--- src/rtl/ccr_pkg.sv ---
// Package ccr_pkg: shared field positions, codes and sequencer states for
// the enable/shutdown register block. Assumes a 32-bit or wider data word.
package ccr_pkg;
    localparam int CFG_EN_BIT    = 0;
    localparam int CFG_SHN_LO    = 14;
    localparam int STS_RDY_BIT   = 0;
    localparam int STS_FATAL_BIT = 1;
    localparam int STS_SHST_LO   = 2;
    localparam logic [1:0] SHST_COMPLETE = 2'b10;

    typedef enum logic [2:0] {
        S_IDLE,
        S_SH,
        S_SH_WAIT,
        S_EN,
        S_ST_WAIT
    } seq_state_t;
endpackage

--- src/rtl/ccr_edge.sv ---
// Module ccr_edge: compares the previous and the newly written enable bit and
// shutdown field and reports each edge. Purely combinational.
module ccr_edge (
    input  logic       old_en,
    input  logic       new_en,
    input  logic [1:0] old_shn,
    input  logic [1:0] new_shn,
    output logic       sh_rise,
    output logic       sh_fall,
    output logic       en_rise,
    output logic       en_fall
);
    // Edge classification of the two control fields.
    always_comb begin
        sh_rise = (old_shn == 2'b00) && (new_shn != 2'b00);
        sh_fall = (old_shn != 2'b00) && (new_shn == 2'b00);
        en_rise = !old_en && new_en;
        en_fall = old_en && !new_en;
    end
endmodule

--- src/rtl/ccr_seq.sv ---
// Module ccr_seq: runs the actions of one configuration write in order:
// the shutdown edge first, then the enable edge. It issues one-cycle requests
// and waits for the core's completion inputs. Assumes go is only
// asserted while idle is high.
module ccr_seq
    import ccr_pkg::*;
(
    input  logic clk,
    input  logic rst_n,
    input  logic go,
    input  logic sh_rise,
    input  logic sh_fall,
    input  logic en_rise,
    input  logic en_fall,
    input  logic shdn_done,
    input  logic start_ack,
    input  logic start_fail,
    output logic idle,
    output logic shdn_req,
    output logic start_req,
    output logic reset_pulse,
    output logic shst_done,
    output logic shst_clr,
    output logic rdy_set,
    output logic fatal_set
);
    seq_state_t st;
    logic f_shr, f_shf, f_enr, f_enf;

    // State register and captured edge flags.
    always_ff @(posedge clk) begin
        if (!rst_n) begin
            st    <= S_IDLE;
            f_shr <= 1'b0;
            f_shf <= 1'b0;
            f_enr <= 1'b0;
            f_enf <= 1'b0;
        end else begin
            case (st)
                S_IDLE: begin
                    if (go) begin
                        f_shr <= sh_rise;
                        f_shf <= sh_fall;
                        f_enr <= en_rise;
                        f_enf <= en_fall;
                        st    <= S_SH;
                    end
                end
                S_SH:      st <= f_shr ? S_SH_WAIT : S_EN;
                S_SH_WAIT: if (shdn_done) st <= S_EN;
                S_EN:      st <= f_enr ? S_ST_WAIT : S_IDLE;
                S_ST_WAIT: if (start_ack) st <= S_IDLE;
                default:   st <= S_IDLE;
            endcase
        end
    end

    // Request pulses and status update strobes decoded from the state.
    always_comb begin
        idle        = (st == S_IDLE);
        shdn_req    = (st == S_SH) && f_shr;
        shst_clr    = (st == S_SH) && f_shf;
        shst_done   = (st == S_SH_WAIT) && shdn_done;
        start_req   = (st == S_EN) && f_enr;
        reset_pulse = (st == S_EN) && f_enf;
        rdy_set     = (st == S_ST_WAIT) && start_ack && !start_fail;
        fatal_set   = (st == S_ST_WAIT) && start_ack && start_fail;
    end
endmodule

--- src/rtl/ctrl_cfg_regs.sv ---
// Module ctrl_cfg_regs: configuration, status and interrupt mask registers of
// a storage host controller with enable/shutdown sequencing. It stores each
// configuration write, then lets ccr_seq act on the field edges. Assumes
// DW >= 16 and ADDR_W >= 4.
module ctrl_cfg_regs
    import ccr_pkg::*;
#(
    parameter int DW     = 32,
    parameter int ADDR_W = 4
) (
    input  logic              clk,
    input  logic              rst_n,
    input  logic              vf_mode,
    input  logic              sec_online,
    input  logic              req_valid,
    input  logic              req_write,
    input  logic [ADDR_W-1:0] req_addr,
    input  logic [DW-1:0]     req_wdata,
    output logic              req_ready,
    output logic [DW-1:0]     rd_data,
    output logic              start_req,
    input  logic              start_ack,
    input  logic              start_fail,
    output logic              shdn_req,
    input  logic              shdn_done,
    output logic              ctrl_reset
);
    localparam int NMASK = 2;
    localparam logic [ADDR_W-1:0] OFF_CFG  = ADDR_W'(0);
    localparam logic [ADDR_W-1:0] OFF_STS  = ADDR_W'(4);
    localparam logic [ADDR_W-1:0] OFF_MASK = ADDR_W'(8);
    localparam logic [DW-1:0] FATAL_VAL = DW'(1) << STS_FATAL_BIT;

    logic [DW-1:0] cfg_q, sts_q;
    logic [DW-1:0] mask_q [NMASK];
    logic wr_acc, cfg_wr, idle;
    logic sh_rise, sh_fall, en_rise, en_fall;
    logic reset_pulse, shst_done, shst_clr, rdy_set, fatal_set;
    logic full_clear;

    // Write acceptance and the kind of reset in effect.
    always_comb begin
        wr_acc     = req_valid && req_write && idle;
        cfg_wr     = wr_acc && (req_addr == OFF_CFG);
        full_clear = reset_pulse && !vf_mode;
        req_ready  = idle;
        ctrl_reset = reset_pulse;
    end

    ccr_edge u_edge (
        .old_en  (cfg_q[CFG_EN_BIT]),
        .new_en  (req_wdata[CFG_EN_BIT]),
        .old_shn (cfg_q[CFG_SHN_LO +: 2]),
        .new_shn (req_wdata[CFG_SHN_LO +: 2]),
        .sh_rise (sh_rise),
        .sh_fall (sh_fall),
        .en_rise (en_rise),
        .en_fall (en_fall)
    );

    ccr_seq u_seq (
        .clk         (clk),
        .rst_n       (rst_n),
        .go          (cfg_wr),
        .sh_rise     (sh_rise),
        .sh_fall     (sh_fall),
        .en_rise     (en_rise),
        .en_fall     (en_fall),
        .shdn_done   (shdn_done),
        .start_ack   (start_ack),
        .start_fail  (start_fail),
        .idle        (idle),
        .shdn_req    (shdn_req),
        .start_req   (start_req),
        .reset_pulse (reset_pulse),
        .shst_done   (shst_done),
        .shst_clr    (shst_clr),
        .rdy_set     (rdy_set),
        .fatal_set   (fatal_set)
    );

    // Configuration and status registers with their update priorities.
    always_ff @(posedge clk) begin
        if (!rst_n) begin
            cfg_q <= '0;
            sts_q <= '0;
        end else if (reset_pulse) begin
            if (vf_mode) begin
                sts_q <= sec_online ? '0 : FATAL_VAL;
            end else begin
                cfg_q <= '0;
                sts_q <= '0;
            end
        end else begin
            if (cfg_wr) cfg_q <= req_wdata;
            if (fatal_set)      sts_q <= FATAL_VAL;
            else if (rdy_set)   sts_q[STS_RDY_BIT] <= 1'b1;
            else if (shst_done) sts_q[STS_SHST_LO +: 2] <= SHST_COMPLETE;
            else if (shst_clr)  sts_q[STS_SHST_LO +: 2] <= 2'b00;
        end
    end

    // Interrupt mask set and clear words, one register per generated slot.
    for (genvar g = 0; g < NMASK; g++) begin : g_mask
        localparam logic [ADDR_W-1:0] OFF = OFF_MASK + ADDR_W'(4 * g);
        always_ff @(posedge clk) begin
            if (!rst_n || full_clear) mask_q[g] <= '0;
            else if (wr_acc && req_addr == OFF) mask_q[g] <= req_wdata;
        end
    end

    // Read multiplexer on the current offset.
    always_comb begin
        rd_data = '0;
        if (req_addr == OFF_CFG) rd_data = cfg_q;
        if (req_addr == OFF_STS) rd_data = sts_q;
        for (int i = 0; i < NMASK; i++) begin
            if (req_addr == OFF_MASK + ADDR_W'(4 * i)) rd_data = mask_q[i];
        end
    end
endmodule

--- config.mk ---
export PLATFORM = sky130hd
export DESIGN_NAME = ctrl_cfg_regs
export DESIGN_NICKNAME = d
export VERILOG_FILES = /design/src/rtl/ccr_pkg.sv /design/src/rtl/ccr_edge.sv /design/src/rtl/ccr_seq.sv /design/src/rtl/ctrl_cfg_regs.sv
export SDC_FILE = /design/constraint.sdc
export NUM_CORES = 1
export LEC_CHECK = 0
export ABC_AREA = 1
export BUFFER_PORTS_ARGS = -buffer_cell sky130_fd_sc_hd__buf_2
export CAP_MARGIN = 30
export CORE_ASPECT_RATIO = 0.6
export CORE_UTILIZATION = 56
export CTS_CLUSTER_DIAMETER = 150
export CTS_CLUSTER_SIZE = 24
export DETAILED_ROUTE_END_ITERATION = 6
export GPL_TIMING_DRIVEN = 0
export HOLD_SLACK_MARGIN = 0.1
export PLACE_DENSITY_LB_ADDON = 0.25
export SLEW_MARGIN = 20
export SYNTH_ARGS = -nofsm -noshare
export SYNTH_HDL_FRONTEND = slang
export SYNTH_SLANG_ARGS = --single-unit
--- constraint.sdc ---
create_clock -name clk -period 4.7 [get_ports clk]
set_clock_uncertainty 0.1 [all_clocks]
set_input_delay 0.94 -clock clk [delete_from_list [all_inputs] [get_ports clk]]
set_output_delay 0.94 -clock clk [all_outputs]
set_load 0.01 [all_outputs]
# Word-level counts from Yosys, hierarchy flattened
# Memory sizes are Yosys's and may differ from the RTL's.
# Index checks and enable logic that the tools add are counted.
# word_totals
register_bits	71
ram_bits	64
in_bits	45
out_inout_bits	36
word_cells	96
mem_count	1
# memory_table
name	words	width	rd	rd_ports_with_merged_regs	write_ports	line_no	rtl
mask_q	2	32	2	0	2	ctrl_cfg_regs.sv:35	logic [DW-1:0] mask_q [NMASK];
# classes
n_eq_ne	12
n_mux	34
bitwise	2
n_reduce_logical	38
# ops
op	count
two-way mux 32 bit	10
two-way mux 28 bit	1
logical AND 1 bit	18
one-hot mux 3 bit (5 select lines)	1
two-way mux 1 bit	12
two-way mux 2 bit	6
two-way mux 3 bit	4
equality test 4 bit (second input constant)	2
!= test 2 bit (second input constant)	4
nonzero test 2 bit	4
equality test 3 x 2 -> 1 bit (second input constant)	2
AND reduction 2 bit	3
logical NOT 1 bit	5
equality test 4 x 3 -> 1 bit (second input constant)	1
logical NOT 2 bit	2
logical NOT 4 bit	1
nonzero test 4 bit	1
equality test 3 x 1 -> 1 bit (second input constant)	1
equality test 3 bit (second input constant)	1
logical NOT 3 bit	1
!= test 3 x 2 -> 1 bit (second input constant)	1
AND reduction 3 bit	1
nonzero test 3 bit	1
bitwise OR 1 bit	2
logical OR 1 bit	1

# Depth between registers and ports, before layout
# logic_depth
word_depth	7
ltp_mapped	9

# Hierarchy
# From an unflattened synthesis, not the netlist that was laid out.
# hier_totals
hier_cells	561
hier_area_um2	4768.3
# by_module_without_submodules
module	n_inst	cells_per_inst	area_each_um2	seq_area_each_um2
ctrl_cfg_regs	1	488	4335.4	2622.5
ccr_seq	1	59	380.4	140.1
ccr_edge	1	14	52.6	0.0

# Least setup slack after synthesis
# OpenSTA, ideal clock, no wires.
# synth_timing
path_type	input-to-reg
start	input port req_addr[1]
end	memory mask_q[0][0] (enable)
setup_time_ns	0.466
arrival_ns	3.457
setup_slack_ns	0.678
stages	3
path_cell_list	nor2_1 -> nand3_1 -> o21ai_0
# synth_rtl
element	line_no	rtl
start, declared	ctrl_cfg_regs.sv:17	input logic [ADDR_W-1:0] req_addr,
end, declared	ctrl_cfg_regs.sv:35	

# Final worst setup path
# layout_timing
start	input port req_addr[0]
end	output port rd_data[9]
# layout_via
elab_chain_len	5
# layout_rtl
element	line_no	rtl
logical NOT 4 bit	ctrl_cfg_regs.sv:115	if (req_addr == OFF_CFG) rd_data = cfg_q;
two-way mux 32 bit	ctrl_cfg_regs.sv:115	
two-way mux 32 bit	ctrl_cfg_regs.sv:116	if (req_addr == OFF_STS) rd_data = sts_q;
two-way mux 32 bit	ctrl_cfg_regs.sv:118	if (req_addr == OFF_MASK + ADDR_W'(4 * i)) rd_data = mask_q[i];
two-way mux 32 bit (*)	ctrl_cfg_regs.sv:118	
end, declared	ctrl_cfg_regs.sv:20	output logic [DW-1:0] rd_data,
# Mark *: on every way between the ends. The rest lies on a longest branch, timed or not.

==> results.sh <==
export IMPL_outcome="completed"
export IMPL_postCtsHoldBufs=0
export IMPL_clk_latency_ps=350
export IMPL_die_y_um=73.0
export IMPL_cts_buffers=9
export IMPL_cp_buffers_inverters=4
export IMPL_place_hpwl_mm=8.22
export IMPL_dp_cells=734
export IMPL_cp_start_kind="primary input"
export IMPL_track_usage_pct=29.0
export IMPL_max_slew_worst_pin_slew_ps=592
export IMPL_num_vias=4162
export IMPL_period_needed_ps=3470
export IMPL_fp_row_count=25
export IMPL_die_width_um=120
export IMPL_die_area_mm2=0.00877
export IMPL_finalSetupTns_ps=0
export IMPL_netlist_area_leader_share_pct=40.9
export IMPL_core_region_area_mm2=0.00801
export IMPL_period_share_pct=73.8
export IMPL_cpPeakStageDelay_ps=480
export IMPL_crit_family="buffers and inverters"
export IMPL_async_flop_share_pct=0
export IMPL_initial_utilization_pct=58.7
export IMPL_final_antenna_net_count=0
export IMPL_synth_seq_area_share_pct=58.8
export IMPL_rsz0062_at_grt="no"
export IMPL_powerDensity_mw_per_mm2=354
export IMPL_wl_per_cell_um=15.9
export IMPL_critPathArrivalTime_ps=2430
export IMPL_grt_pass1_wl_mm=18.6
export IMPL_yosys_warnings=0
export IMPL_setup_viol=0
export IMPL_max_freq_ghz=0.288
export IMPL_final_util_pct=70.3
export IMPL_yosysTopAreaCell="edfxtp_1"
export IMPL_n_antenna_cell=0
export IMPL_synth_most_common_cell="nand2_1"
export IMPL_synth_edff_count=64
export IMPL_nNetsFinal=682
export IMPL_peakVddDrop_uv=242
export IMPL_antenna_found_initial=0
export IMPL_crit_required_ps=3660
export IMPL_slew_headroom_pct=60.5
export IMPL_crit_type="in -> out"
export IMPL_p_leak_nw=2.46
export IMPL_synthFlopType="edfxtp_1"
export IMPL_htreeDepth=3
export IMPL_crit_fanout=10
export IMPL_drt_iter0_markers=338
export IMPL_grt_pass1_vias=3744
export IMPL_syn_to_final_growth_pct=19.7
export IMPL_clockRootBuffer="clkbuf_16"
export IMPL_cp_cell_sequence="buf_2 -> inv_1 -> nand2_1 -> nor2_1 -> clkbuf_1 -> nand2_1 -> nand3_1 -> buf_2"
export IMPL_worst_setup_path_end_kind="output pin"
export IMPL_slowest_stage="clkbuf_1"
export IMPL_final_cells=750
export IMPL_p_total_mw=1.99
export IMPL_gp_congestion=0.806
export IMPL_clk_path_buf_depth=2
export IMPL_gr_total_overflow=0
export IMPL_place_area_mm2=0.00530
export IMPL_synthCells=545
export IMPL_routed_wl_mm=11.9
export IMPL_tritoncts="yes"
export IMPL_hold_viol=0
export IMPL_synth_commonest_cells="nand2_1 (110), nand3_1 (98), nor2_1 (83)"
export IMPL_final_max_slew_viol_count=0
export IMPL_drc=0
export IMPL_syn_avg_cell_area_um2=8.62
export IMPL_postCtsSetupRepairBufs=0
export IMPL_synth_area_leaders="edfxtp_1 (41%), dfxtp_1 (18%), nand3_1 (10%)"
export IMPL_path_clk_slew_ps=70
export IMPL_synth_cell_type_count=25
export IMPL_cap_viol_max_count=0
export IMPL_portBuffers=79
export IMPL_ys_seq_elements=106
export IMPL_hold_path_class="reg -> reg"
export IMPL_viasPerCell=5.55
export IMPL_ioPinCount=81
export IMPL_drt_pass1_iterations=5
export IMPL_synth_nets=590
export IMPL_final_area_mm2=0.00563
export IMPL_synth_area_mm2=0.00470
export IMPL_clock_sinks=106
export IMPL_cts_resized=0
export IMPL_drive_gt1_share_pct=19.3
export IMPL_grt_max_degree=21
## placed cells by master (no fill, tap or decap)
| master | instances |
|---|---|
| nand2_2 | 3 |
| edfxtp_1 | 64 |
| o21ai_4 | 1 |
| nand2_1 | 109 |
| nor2_2 | 1 |
| nor2_1 | 83 |
| nor4_1 | 1 |
| inv_6 | 2 |
| nor2_8 | 1 |
| a22oi_1 | 1 |
| nand4_2 | 3 |
| buf_1 | 1 |
| nand4_1 | 5 |
| inv_2 | 3 |
| buf_16 | 2 |
| clkbuf_16 | 9 |
| buf_2 | 94 |
| nor2_4 | 1 |
| nand3_1 | 98 |
| a21oi_1 | 36 |
| clkinvlp_4 | 1 |
| dfxtp_1 | 42 |
| clkinv_1 | 1 |
| o21ai_0 | 6 |
| bufinv_16 | 2 |
| nand3b_1 | 1 |
| o21a_1 | 1 |
| o2111ai_1 | 1 |
| clkbuf_8 | 1 |
| clkbuf_1 | 18 |
| nor3_1 | 4 |
| inv_1 | 46 |
## logic make-up (layout without fill, tap and decap cells)
group	count (synthesis)	after routing	synth area share [%]
AND/OR/NAND/NOR	310	310	29.1
buffers and inverters	83	180	7.03
flip-flops	106	106	58.8
AO/OA/AOI/OAI	46	46	5.09
## sequential cells by signal, indices dropped and copies added (netlist names)
| signal | flops |
|---|---|
| u_seq.f_enr | 1 |
| mask_q | 64 |
| sts_q | 3 |
| cfg_q | 32 |
| u_seq.f_enf | 1 |
| u_seq.f_shr | 1 |
| u_seq.st | 3 |
| u_seq.f_shf | 1 |
## worst reg2reg max path, cell delays in order, from the launching register on
cell	delay, ps
dfxtp_1	300
buf_2	160
nor2_4	170
nand2_2	110
nor2_8	180
buf_2	270
nand2_1	100
nand2_2	420
buf_16	230
## cell type report
class                      count  area [µm²]
fill                         648        2380
clock buffer                  11         243
multi-input combinational    356        1620
timing repair buffer          81         450
tap                          108         135
inverter                      50         188
sequential                   106        2760
buffer                        33         143
clock inverter                 5        85.1
## per-layer routing
| metal | track usage [%] | vias up | share of wire [%] |
|---|---|---|---|
| met5 | 0 | - | 0 |
| met4 | 8.50 | 0 | 1.7 |
| met3 | 8.20 | 19 | 9.9 |
| met2 | 45.6 | 204 | 45 |
| met1 | 39.6 | 1952 | 44 |
| li1 | - | 1987 | - |
## metrics by stage
| stage | worst slack, ps | hold WS [ps] |
|---|---|---|
| final | 1230 | 378 |
| after global routing | 1070 | 394 |
| after CTS | 1230 | 370 |
| after floorplan | 678 | 324 |
| after global placement | -883 | 358 |
| after detailed placement | 1220 | 359 |
## power breakdown
group          internal (mW)  switching, mW
sequential              1.01        0.00965
clock                  0.485          0.340
combinational         0.0475          0.102
## worst paths after layout
check | startpoint | to | slack (ps) | cells after the start
worst max-delay path | req_addr[0] | rd_data[9] | 1230 | 8
worst min-delay path | sts_q[0] | sts_q[0] | 380 | 2
worst max register to register | u_seq.st[0] | mask_q[1][6] | 2360 | 8
worst min register to register | sts_q[0] | sts_q[0] | 380 | 2
Note: power is estimated with default switching activity, not from simulation.
